<file path="src/rtl/hbus_pkg.sv">
package hbus_pkg;

    typedef enum logic [2:0] {
        SEL_REG   = 3'd0,
        SEL_DDATA = 3'd1,
        SEL_CMD   = 3'd2,
        SEL_STAT  = 3'd3,
        SEL_NONE  = 3'd4
    } sel_e;

    // Fixed map: file at 0..nreg-1, then DMA data, command, status.
    function automatic sel_e decode_sel(logic [31:0] a, logic [31:0] nreg);
        if (a < nreg)              return SEL_REG;
        else if (a == nreg)        return SEL_DDATA;
        else if (a == nreg + 32'd1) return SEL_CMD;
        else if (a == nreg + 32'd2) return SEL_STAT;
        else                       return SEL_NONE;
    endfunction

endpackage

</file>
<file path="src/rtl/hbus_addr_phase.sv">
module hbus_addr_phase #(
    parameter int ADDR_W = 8
) (
    input  logic              clk_i,
    input  logic              rst_i,
    input  logic              cs_n_i,
    input  logic              ale_i,
    input  logic              oe_n_i,
    input  logic [ADDR_W-1:0] addr_i,
    input  logic              dma_rd_active_i,
    input  logic              clr_err_i,
    output logic [ADDR_W-1:0] addr_q_o,
    output logic              phase_q_o,
    output logic              err_q_o
);

    typedef struct packed {
        logic [ADDR_W-1:0] addr;
        logic              phase;
        logic              oe_prev;
        logic              err;
    } ph_st_t;

    ph_st_t st_d, st_q;
    logic   latch;
    logic   oe_now;
    logic   oe_stray;

    always_comb begin
        st_d     = st_q;
        latch    = ale_i & ~cs_n_i;
        oe_now   = ~oe_n_i & ~cs_n_i;
        oe_stray = oe_now & ~st_q.oe_prev & ~st_q.phase & ~dma_rd_active_i;

        st_d.phase   = latch;
        st_d.oe_prev = oe_now;
        if (latch) begin
            st_d.addr = addr_i;
        end
        if (clr_err_i) begin
            st_d.err = 1'b0;
        end
        if (oe_stray) begin
            st_d.err = 1'b1;
        end
        if (rst_i) begin
            st_d = '0;
        end
    end

    always_ff @(posedge clk_i) begin
        st_q <= st_d;
    end

    assign addr_q_o  = st_q.addr;
    assign phase_q_o = st_q.phase;
    assign err_q_o   = st_q.err;

    AST_PHASE_ONE_CYCLE: assert property (@(posedge clk_i) disable iff (rst_i)
        st_q.phase && !ale_i |=> !st_q.phase);
    AST_ALE_NO_CS: assert property (@(posedge clk_i) disable iff (rst_i)
        cs_n_i |=> !st_q.phase && $stable(st_q.addr));
    AST_ERR_STICKY: assert property (@(posedge clk_i) disable iff (rst_i)
        st_q.err && !clr_err_i |=> st_q.err);
    AST_ERR_ON_STRAY_OE: assert property (@(posedge clk_i) disable iff (rst_i)
        !oe_n_i && !cs_n_i && !st_q.oe_prev && !st_q.phase && !dma_rd_active_i
        |=> st_q.err);
    AST_ERR_RESET: assert property (@(posedge clk_i)
        rst_i |=> !st_q.err && !st_q.phase);

endmodule

</file>
<file path="src/rtl/hbus_regfile.sv">
module hbus_regfile #(
    parameter int NREG   = 16,
    parameter int DATA_W = 32,
    localparam int IDX_W = $clog2(NREG)
) (
    input  logic              clk_i,
    input  logic              rst_i,
    input  logic              wr_en_i,
    input  logic [IDX_W-1:0]  wr_idx_i,
    input  logic [DATA_W-1:0] wdata_i,
    input  logic [IDX_W-1:0]  rd_idx_i,
    output logic [DATA_W-1:0] rd_data_o
);

    logic [DATA_W-1:0] ent_d [NREG];
    logic [DATA_W-1:0] ent_q [NREG];

    for (genvar k = 0; k < NREG; k++) begin : g_ent
        always_comb begin
            ent_d[k] = ent_q[k];
            if (wr_en_i && (wr_idx_i == IDX_W'(k))) begin
                ent_d[k] = wdata_i;
            end
            if (rst_i) begin
                ent_d[k] = '0;
            end
        end

        always_ff @(posedge clk_i) begin
            ent_q[k] <= ent_d[k];
        end

        AST_ENTRY_HOLD: assert property (@(posedge clk_i) disable iff (rst_i)
            !(wr_en_i && wr_idx_i == IDX_W'(k)) |=> $stable(ent_q[k]));
    end

    assign rd_data_o = ent_q[rd_idx_i];

    AST_WRITE_LOAD: assert property (@(posedge clk_i) disable iff (rst_i)
        wr_en_i |=> ent_q[$past(wr_idx_i)] == $past(wdata_i));

endmodule

</file>
<file path="src/rtl/hbus_dma_chan.sv">
module hbus_dma_chan (
    input  logic clk_i,
    input  logic rst_i,
    input  logic set_i,
    input  logic ack_n_i,
    output logic req_o,
    output logic fire_o
);

    typedef struct packed {
        logic req;
    } dma_st_t;

    dma_st_t st_d, st_q;

    always_comb begin
        st_d   = st_q;
        fire_o = st_q.req & ~ack_n_i;
        if (fire_o) begin
            st_d.req = 1'b0;
        end
        if (set_i) begin
            st_d.req = 1'b1;
        end
        if (rst_i) begin
            st_d = '0;
        end
    end

    always_ff @(posedge clk_i) begin
        st_q <= st_d;
    end

    assign req_o = st_q.req;

    AST_REQ_HOLD: assert property (@(posedge clk_i) disable iff (rst_i)
        st_q.req && ack_n_i |=> st_q.req);
    AST_REQ_DROP: assert property (@(posedge clk_i) disable iff (rst_i)
        st_q.req && !ack_n_i && !set_i |=> !st_q.req);
    AST_ACK_IDLE: assert property (@(posedge clk_i) disable iff (rst_i)
        !st_q.req && !set_i |=> !st_q.req);
    AST_REQ_RESET: assert property (@(posedge clk_i)
        rst_i |=> !st_q.req);

endmodule

</file>
<file path="src/rtl/hbus_reg_slave.sv">
module hbus_reg_slave
    import hbus_pkg::*;
#(
    parameter int ADDR_W = 8,
    parameter int DATA_W = 32,
    parameter int NREG   = 16
) (
    input  logic              clk_i,
    input  logic              rst_i,
    input  logic              cs_n_i,
    input  logic              ale_i,
    input  logic              oe_n_i,
    input  logic              we_n_i,
    input  logic [ADDR_W-1:0] addr_i,
    input  logic [DATA_W-1:0] wdata_i,
    input  logic              dack_wr_n_i,
    input  logic              dack_rd_n_i,
    output logic [DATA_W-1:0] rdata_o,
    output logic              rdata_oe_o,
    output logic              dreq_wr_o,
    output logic              dreq_rd_o
);

    localparam int IDX_W  = $clog2(NREG);
    localparam int NCHAN  = 2;
    localparam int CH_WR  = 0;
    localparam int CH_RD  = 1;

    typedef struct packed {
        logic [DATA_W-1:0] ddata;
    } top_st_t;

    top_st_t st_d, st_q;

    logic [ADDR_W-1:0] addr_q;
    logic              phase_q;
    logic              err_q;
    logic              wr_cyc;
    sel_e              sel;
    logic [DATA_W-1:0] rf_rd;
    logic [NCHAN-1:0]  ch_set;
    logic [NCHAN-1:0]  ch_ack_n;
    logic [NCHAN-1:0]  ch_req;
    logic [NCHAN-1:0]  ch_fire;
    logic              clr_err;

    assign sel    = decode_sel(32'(addr_q), 32'(NREG));
    assign wr_cyc = phase_q & ~cs_n_i & ~we_n_i;

    always_comb begin
        ch_set          = '0;
        ch_set[CH_WR]   = wr_cyc && (sel == SEL_CMD) && wdata_i[0];
        ch_set[CH_RD]   = wr_cyc && (sel == SEL_CMD) && wdata_i[1];
        ch_ack_n        = '1;
        ch_ack_n[CH_WR] = dack_wr_n_i;
        ch_ack_n[CH_RD] = dack_rd_n_i;
        clr_err         = wr_cyc && (sel == SEL_STAT) && wdata_i[0];
    end

    hbus_addr_phase #(
        .ADDR_W (ADDR_W)
    ) u_phase (
        .clk_i           (clk_i),
        .rst_i           (rst_i),
        .cs_n_i          (cs_n_i),
        .ale_i           (ale_i),
        .oe_n_i          (oe_n_i),
        .addr_i          (addr_i),
        .dma_rd_active_i (ch_fire[CH_RD]),
        .clr_err_i       (clr_err),
        .addr_q_o        (addr_q),
        .phase_q_o       (phase_q),
        .err_q_o         (err_q)
    );

    hbus_regfile #(
        .NREG   (NREG),
        .DATA_W (DATA_W)
    ) u_rf (
        .clk_i     (clk_i),
        .rst_i     (rst_i),
        .wr_en_i   (wr_cyc && (sel == SEL_REG)),
        .wr_idx_i  (addr_q[IDX_W-1:0]),
        .wdata_i   (wdata_i),
        .rd_idx_i  (addr_q[IDX_W-1:0]),
        .rd_data_o (rf_rd)
    );

    for (genvar c = 0; c < NCHAN; c++) begin : g_chan
        hbus_dma_chan u_chan (
            .clk_i   (clk_i),
            .rst_i   (rst_i),
            .set_i   (ch_set[c]),
            .ack_n_i (ch_ack_n[c]),
            .req_o   (ch_req[c]),
            .fire_o  (ch_fire[c])
        );
    end

    // DMA data register: a write handshake outranks a bus write.
    always_comb begin
        st_d = st_q;
        if (ch_fire[CH_WR]) begin
            st_d.ddata = wdata_i;
        end else if (wr_cyc && (sel == SEL_DDATA)) begin
            st_d.ddata = wdata_i;
        end
        if (rst_i) begin
            st_d = '0;
        end
    end

    always_ff @(posedge clk_i) begin
        st_q <= st_d;
    end

    // Read path: DMA read handshake overrides the latched address.
    always_comb begin
        rdata_o = '0;
        if (ch_fire[CH_RD]) begin
            rdata_o = st_q.ddata;
        end else begin
            case (sel)
                SEL_REG:   rdata_o = rf_rd;
                SEL_DDATA: rdata_o = st_q.ddata;
                SEL_CMD:   rdata_o = DATA_W'({ch_req[CH_RD], ch_req[CH_WR]});
                SEL_STAT:  rdata_o = DATA_W'(err_q);
                default:   rdata_o = '0;
            endcase
        end
    end

    assign rdata_oe_o = ~oe_n_i & ~cs_n_i & ~rst_i;
    assign dreq_wr_o  = ch_req[CH_WR];
    assign dreq_rd_o  = ch_req[CH_RD];

    AST_OE_NEEDS_CS: assert property (@(posedge clk_i)
        rdata_oe_o |-> !cs_n_i && !oe_n_i);
    AST_OE_OFF_IN_RESET: assert property (@(posedge clk_i)
        rst_i |-> !rdata_oe_o);
    AST_DDATA_CAPTURE: assert property (@(posedge clk_i) disable iff (rst_i)
        dreq_wr_o && !dack_wr_n_i |=> st_q.ddata == $past(wdata_i));
    AST_DMA_RD_DATA: assert property (@(posedge clk_i) disable iff (rst_i)
        dreq_rd_o && !dack_rd_n_i |-> rdata_o == st_q.ddata);
    AST_DDATA_IDLE: assert property (@(posedge clk_i) disable iff (rst_i)
        !dreq_wr_o && !(wr_cyc && sel == SEL_DDATA) |=> $stable(st_q.ddata));

endmodule

</file>
<file path="config.mk">
export PLATFORM = sky130hd
export DESIGN_NAME = hbus_reg_slave
export DESIGN_NICKNAME = d
export VERILOG_FILES = /design/src/rtl/hbus_pkg.sv /design/src/rtl/hbus_addr_phase.sv /design/src/rtl/hbus_regfile.sv /design/src/rtl/hbus_dma_chan.sv /design/src/rtl/hbus_reg_slave.sv
export SDC_FILE = /design/constraint.sdc
export NUM_CORES = 1
export LEC_CHECK = 0
export ABC_AREA = 1
export BUFFER_PORTS_ARGS = -buffer_cell sky130_fd_sc_hd__buf_2
export CORE_ASPECT_RATIO = 0.6
export CORE_MARGIN = 2
export CORE_UTILIZATION = 62
export CTS_CLUSTER_DIAMETER = 80
export CTS_CLUSTER_SIZE = 25
export DETAILED_ROUTE_END_ITERATION = 12
export PLACE_DENSITY_LB_ADDON = 0.12
export SYNTH_ARGS = -nofsm -noshare
export SYNTH_HDL_FRONTEND = slang
export SYNTH_HIERARCHICAL = 1
export SYNTH_SLANG_ARGS = --single-unit
</file>
<file path="constraint.sdc">
create_clock -name clk_i -period 4.9 [get_ports clk_i]
set_clock_uncertainty 0.05 [all_clocks]
set_input_delay 0.49 -clock clk_i [delete_from_list [all_inputs] [get_ports clk_i]]
set_output_delay 0.49 -clock clk_i [all_outputs]
set_load 0.02 [all_outputs]
</file>
Word-level counts from Yosys, hierarchy flattened
Memories as Yosys holds them, arrays and structs flattened. A register that Yosys moved wholly into a read port is not among the register bits.
Index checks and enable logic that the tools add are counted.
Widths: inputs -> output; s select.
{"block": "word_totals", "in_bits": 48, "ram_bits": 512, "ff_bits": 45, "output_inout_bits": 35, "word_cells": 142, "memories": 1}
{"block": "classes", "bitwise": 19, "reduce_logical": 29, "magnitude_cmp": 1, "mux": 48, "eq_ne": 37}
{"memory": "u_rf.ent_q", "words": 16, "width": 32, "rd": 1, "rd_ports_with_merged_regs": 1, "write_ports": 16, "line_no": "hbus_regfile.sv:16", "source": "logic [DATA_W-1:0] ent_q [NREG];"}
{"operator": "$mux 32", "count": 35}
{"operator": "$pmux 32 s4", "count": 1}
{"operator": "$eq 4x4->1 const B", "count": 8}
{"operator": "$ne 2x2->1 const B", "count": 16}
{"operator": "$eq 8x5->1 const B", "count": 3}
{"operator": "$logic_and 1x1->1", "count": 23}
{"operator": "$eq 4x3->1 const B", "count": 4}
{"operator": "$mux 3", "count": 4}
{"operator": "$and 1x1->1", "count": 10}
{"operator": "$not 1->1", "count": 9}
{"operator": "$eq 4x2->1 const B", "count": 2}
{"operator": "$lt 8x5->1 const B", "count": 1}
{"operator": "$mux 4", "count": 2}
{"operator": "$reduce_bool 2->1", "count": 4}
{"operator": "$eq 3x2->1 const B", "count": 2}
{"operator": "$mux 1", "count": 6}
{"operator": "$eq 4x1->1 const B", "count": 1}
{"operator": "$logic_not 4->1", "count": 1}
{"operator": "$eq 3x1->1 const B", "count": 1}
{"operator": "$logic_not 3->1", "count": 1}

Depth between registers and ports, before layout
{"block": "depth", "depth_word": 10, "depth_mapped": 15, "mapped_depth_nobuf": 11}

By module
The synthesis kept the hierarchy.
{"module": "hbus_regfile", "area_per_inst_um2": 22392.7, "n_inst": 1, "cells_each": 2159, "seq_area_each_um2": 15374.7}
{"module": "hbus_reg_slave", "area_per_inst_um2": 2174.6, "n_inst": 1, "cells_each": 355, "seq_area_each_um2": 640.6}
{"module": "hbus_addr_phase", "area_per_inst_um2": 511.7, "n_inst": 1, "cells_each": 66, "seq_area_each_um2": 220.2}
{"module": "hbus_dma_chan", "area_per_inst_um2": 43.8, "n_inst": 2, "cells_each": 6, "seq_area_each_um2": 20.0}

Worst setup path before layout
No wires, ideal clock.
{"block": "synth_path", "path_kind": "reg-to-reg", "start": "register u_phase.st_q (netlist bit u_phase/addr_q_o[6])", "end": "memory u_rf.ent_q[12][0], enable pin", "stages_incl_launch_ff": 9, "setup_ps": 470, "path_slack_ps": 588, "arrival_ps": 3793, "period_less_slack_ps": 4312, "required_ps": 4380, "path_buffers": 1, "path_cell_list": "dfxtp_1 > buf_4 > inv_1 > nand2_2 > inv_1 > nand2_1 > nor4_1 > nand3_1 > o31ai_1"}
{"element": "start: declaration", "line_no": "hbus_addr_phase.sv:24", "source": "ph_st_t st_d, st_q;"}
{"element": "start signal: assignment", "line_no": "hbus_addr_phase.sv:52", "source": "st_q <= st_d;"}
{"element": "end: declaration", "line_no": "hbus_regfile.sv:16"}

Worst setup path in the final report
{"block": "layout_path", "start": "register u_phase.st_q (netlist bit u_phase/addr_q_o[0])", "end": "output rdata_o[2]"}
{"block": "layout_between", "elab_chain_len": 8, "word_cells_on_any_way": 14, "classes_between": "order compare (1); eq/ne (6); mux (6); reduce/logical (1)"}
{"element": "$eq 8x5->1", "line_no": "hbus_pkg.sv:16", "source": "else if (a == nreg + 32'd2) return SEL_STAT;"}
{"element": "$mux 3", "line_no": "hbus_pkg.sv:16"}
{"element": "$mux 3", "line_no": "hbus_pkg.sv:15", "source": "else if (a == nreg + 32'd1) return SEL_CMD;"}
{"element": "$mux 3", "line_no": "hbus_pkg.sv:14", "source": "else if (a == nreg) return SEL_DDATA;"}
{"element": "$mux 3 (*)", "line_no": "hbus_pkg.sv:13", "source": "if (a < nreg) return SEL_REG;"}
{"element": "$eq 3x2->1, or another cell as far along", "line_no": "hbus_reg_slave.sv:123", "source": "case (sel)"}
{"element": "$pmux 32 s4 (*)", "line_no": "hbus_reg_slave.sv:123"}
{"element": "$mux 32 (*)", "line_no": "hbus_reg_slave.sv:120", "source": "if (ch_fire[CH_RD]) begin"}
{"element": "end: declaration", "line_no": "hbus_reg_slave.sv:18", "source": "output logic [DATA_W-1:0] rdata_o,"}
Every way passes the cells marked *; elsewhere a longest branch is shown, timed or not.

==> impl_summary.md <==
Global routing
Entering global routing, the biggest net connects 150 pins. The initial antenna violation count is 0. The global-route usage over all layers is 0.2946. Summed over all layers, the global routing overflow is 0. The first global-routing pass estimated 95.36 mm of wire.

The via count of the first global-routing pass was 16470.

Floorplanning
The horizontal die dimension is 264.1 um. The die extent in y is 160.1 um. The core region is 0.04022 mm2. The number of standard-cell rows in the floorplan is 57. The full die area is 0.04227 mm2. For this design the top-level I/O count stands at 83. The initial utilization of the core area, before any placement, comes to 0.6257.

STA
Static timing analysis puts the maximum clock frequency at 0.2338 GHz. Setup repair after global routing left no endpoint under its margin. The slew at the pin closest to its max-slew limit is 1345 ps.

Setup violations remaining at the end of the flow were counted as 0. The number of hold-slack violations in the final timing report is 0. The worst slew margin relative to its limit is 0.1001. After layout, the minimum clock period comes to 4276 ps. The worst hold slack across all endpoints is 31.57 ps. The final-layout setup total negative slack is 0 ps. The final max-slew violation count was 0. Across all setup checks in the final design, the least slack found is 623.6 ps. The final worst-path cycle share is 0.8727.

CTS
At the later pin of the worst-skew pair, clock insertion delay measures 590 ps. The clock net in this run drives a total of 557 sinks. The cell at the root of the clock tree is clkbuf_16.

The maximum buffer depth of the clock tree is 3. The number of buffers inserted for hold repair after clock tree synthesis is 0. The number of gates resized after CTS is 0. The level count of the clock H-tree is 1. The number of clock buffers added by TritonCTS is 26.

The clock transition at the register clock pins on the worst setup and hold paths after CTS is 100 ps. The clock tree from TritonCTS is built. The number of buffers inserted to repair setup after CTS is 0.

Setup path
The nature of the critical path endpoint is an output pin. The buffers plus inverters on the worst setup path is 3. Data on the critical path arrives at its endpoint at 3740 ps. The peak per-stage delay on the critical path is 890 ps. The signal on the critical path passes through buf_4, inv_1, nand2_1, nor2_4, nand2_2, o21ai_0, nand2_1, o21ai_0, buf_2. For flop-to-flop paths, the worst setup slack is 1320 ps. The worst-path cell with the longest stage delay is dfxtp_4. The critical setup path kind is flip-flop to output pin. The cell class contributing the biggest share of worst-path delay is buffers and inverters. The largest driver fanout on the critical path is 75. The required time of the critical path is 4360 ps. The kind of start point of the critical path is a flip-flop.

Routing
The detail-routed net length per standard cell is 19.72 um. The count of vias placed by the detailed router is 17560. After detailed routing, the total wire length is 61.99 mm.

The number of iterations in the first detailed-routing pass is 6. The first-iteration detailed-routing DRC count is 2270. The count of unresolved DRC violations after routing is 0.

The mean number of vias per cell is 5.584. The remaining antenna violation count is 0.

Finish
The number of nets in the final layout is 2641. Of the cells placed in the final design, the portion with a size suffix greater than 1 is 0.07501. 0 antenna diodes ended up in the layout. The synthesis-to-layout area growth is 5.757%.

Min path
The path class of the tightest hold or removal check is input port to flip-flop.

Place
Before CTS, the worst setup slack after placement is 1254 ps. The final weighted congestion in routability-driven placement is 0.8355. The number of buffers inserted by port buffering is 82. The wire-length estimate of the detail-placed layout is 35.24 mm.

Logic synthesis
The fraction of the mapped netlist area in simple logic gates is 0.2200. The async set-or-reset flop fraction in the synthesized netlist is 0. The compound-cell area share of the yosys netlist is 0.02446. The synthesis-stage register bit count is 557. Of the total synthesized cell area, the portion taken by XOR and XNOR cells is 0.

Ranked by total cell area, the synthesized netlist is headed by edfxtp_1 (61%), nand2_1 (12%), nand3_1 (8.5%), inv_1 (7.0%), dfxtp_1 (3.6%). During synthesis, Yosys emitted a total of 6 warnings. In this run the cell area of the synthesized design comes to 0.02517 mm2. In the post-synthesis netlist, the cell with the most instances is nand2_1.

The adder-cell share of the synthesized area is 0. A synthesized cell averages 9.709 um2. Of the post-synthesis cell area, the part taken by muxes is 0.

The number of unique standard cell types used by synthesis is 33. The commonest cells after synthesis are nand2_1 (794), edfxtp_1 (512), inv_1 (469). Counting every net in the synthesized netlist gives 2640. The count of mapped cells out of synthesis is 2592. Of all cell types, the one taking the most synthesized area is edfxtp_1. The share of the Yosys chip area taken by registers is 0.6467. The top-area cell type share of the netlist area is 0.6109. The synthesized design contains 512 enable-type register cells.

For this run, the leading register cell type out of synthesis is edfxtp_1. The combinational family with the most area after synthesis is simple AND/OR/NAND/NOR gates.

Pwr
The static power due to leakage is 0.01149 uW. The power per unit of standard cell area is 350.6 mW/mm2. Overall power consumption after layout is estimated at 9331 uW. The maximum vdd ir drop is 0.0002460 V.

Flow run
The tool flagged a number of max-cap violations equal to 0.

Outcome
The run finished with clean final reports.
[placed cells by master, fill, tap and decap left out, drive strengths merged]
cell type    n
dfxtp       45
clkbuf      47
nand3      430
nor4         1
o31ai        4
nand2      798
edfxtp     512
buf        117
nor2        61
inv        478
a21oi       35
nand3b       9
nor3         3
o21ai       73
[worst reg2reg max path, delay by kind of cell (launching register included)]
kind / cells / cell delay, ps
buffers and inverters: 3 / 570
DFF: 1 / 320
AOI/OAI and AO/OA: 1 / 1090
and+or+nand+nor: 4 / 1240
[path summary, 6_finish.rpt]
| kind | from | endpoint | depth (start not counted) |
|---|---|---|---|
| max | u_phase/addr_q_o[0] | rdata_o[2] | 9 |
| min | oe_n_i | u_phase/st_q[1] | 2 |
| max reg2reg | u_phase/addr_q_o[6] | u_rf/ent_q[4][3] | 8 |
| min reg2reg | st_q[5] | st_q[5] | 2 |
[cell families (layout without fill, tap and decap cells)]
group / count (synthesis) / after routing
AND/OR/NAND/NOR: 1302 / 1302
buffers and inverters: 621 / 642
flip-flops: 557 / 557
AO/OA/AOI/OAI: 112 / 112
[state kept, by name, summed over array words and instances, names as in the netlist]
name and flops:
u_rf/ent_q 512, u_phase/st_q 1, u_phase/phase_q_o 1, u_phase/addr_q_o 8
u_phase/err_q_o 1, g_chan.u_chan/req_o 2, st_q 32
[final cells by class]
type | instances | area, um2
clock buffers | 47 | 750.7
clock inverters | 1 | 20.02
fillers | 3202 | 13610
inverters | 477 | 1800
multi-input cells | 1414 | 6344
flip-flops and latches | 557 | 16290
well taps | 531 | 664.4
repair buffers | 117 | 748.2
[stage by stage]
stage	util	cell area [um2]	instances
floorplan	-	25170	2592
global placement	0.6425	25840	3096
detailed placement	0.6425	25840	3096
CTS	0.6617	26620	3144
global route	0.6617	26620	3144
finish	0.6617	26620	3144
[layer usage]
layer / GRT usage / share of wire
met5: 0 / 0
met4: 0.08755 / 0.028
met3: 0.03886 / 0.090
met2: 0.4531 / 0.45
met1: 0.4434 / 0.43
[where the power goes]
group | internal (uW) | switching [uW]
combinational | 332 | 841
sequential | 5540 | 117
clock | 1060 | 1440
No activity file was read; power rests on OpenSTA's default activity.
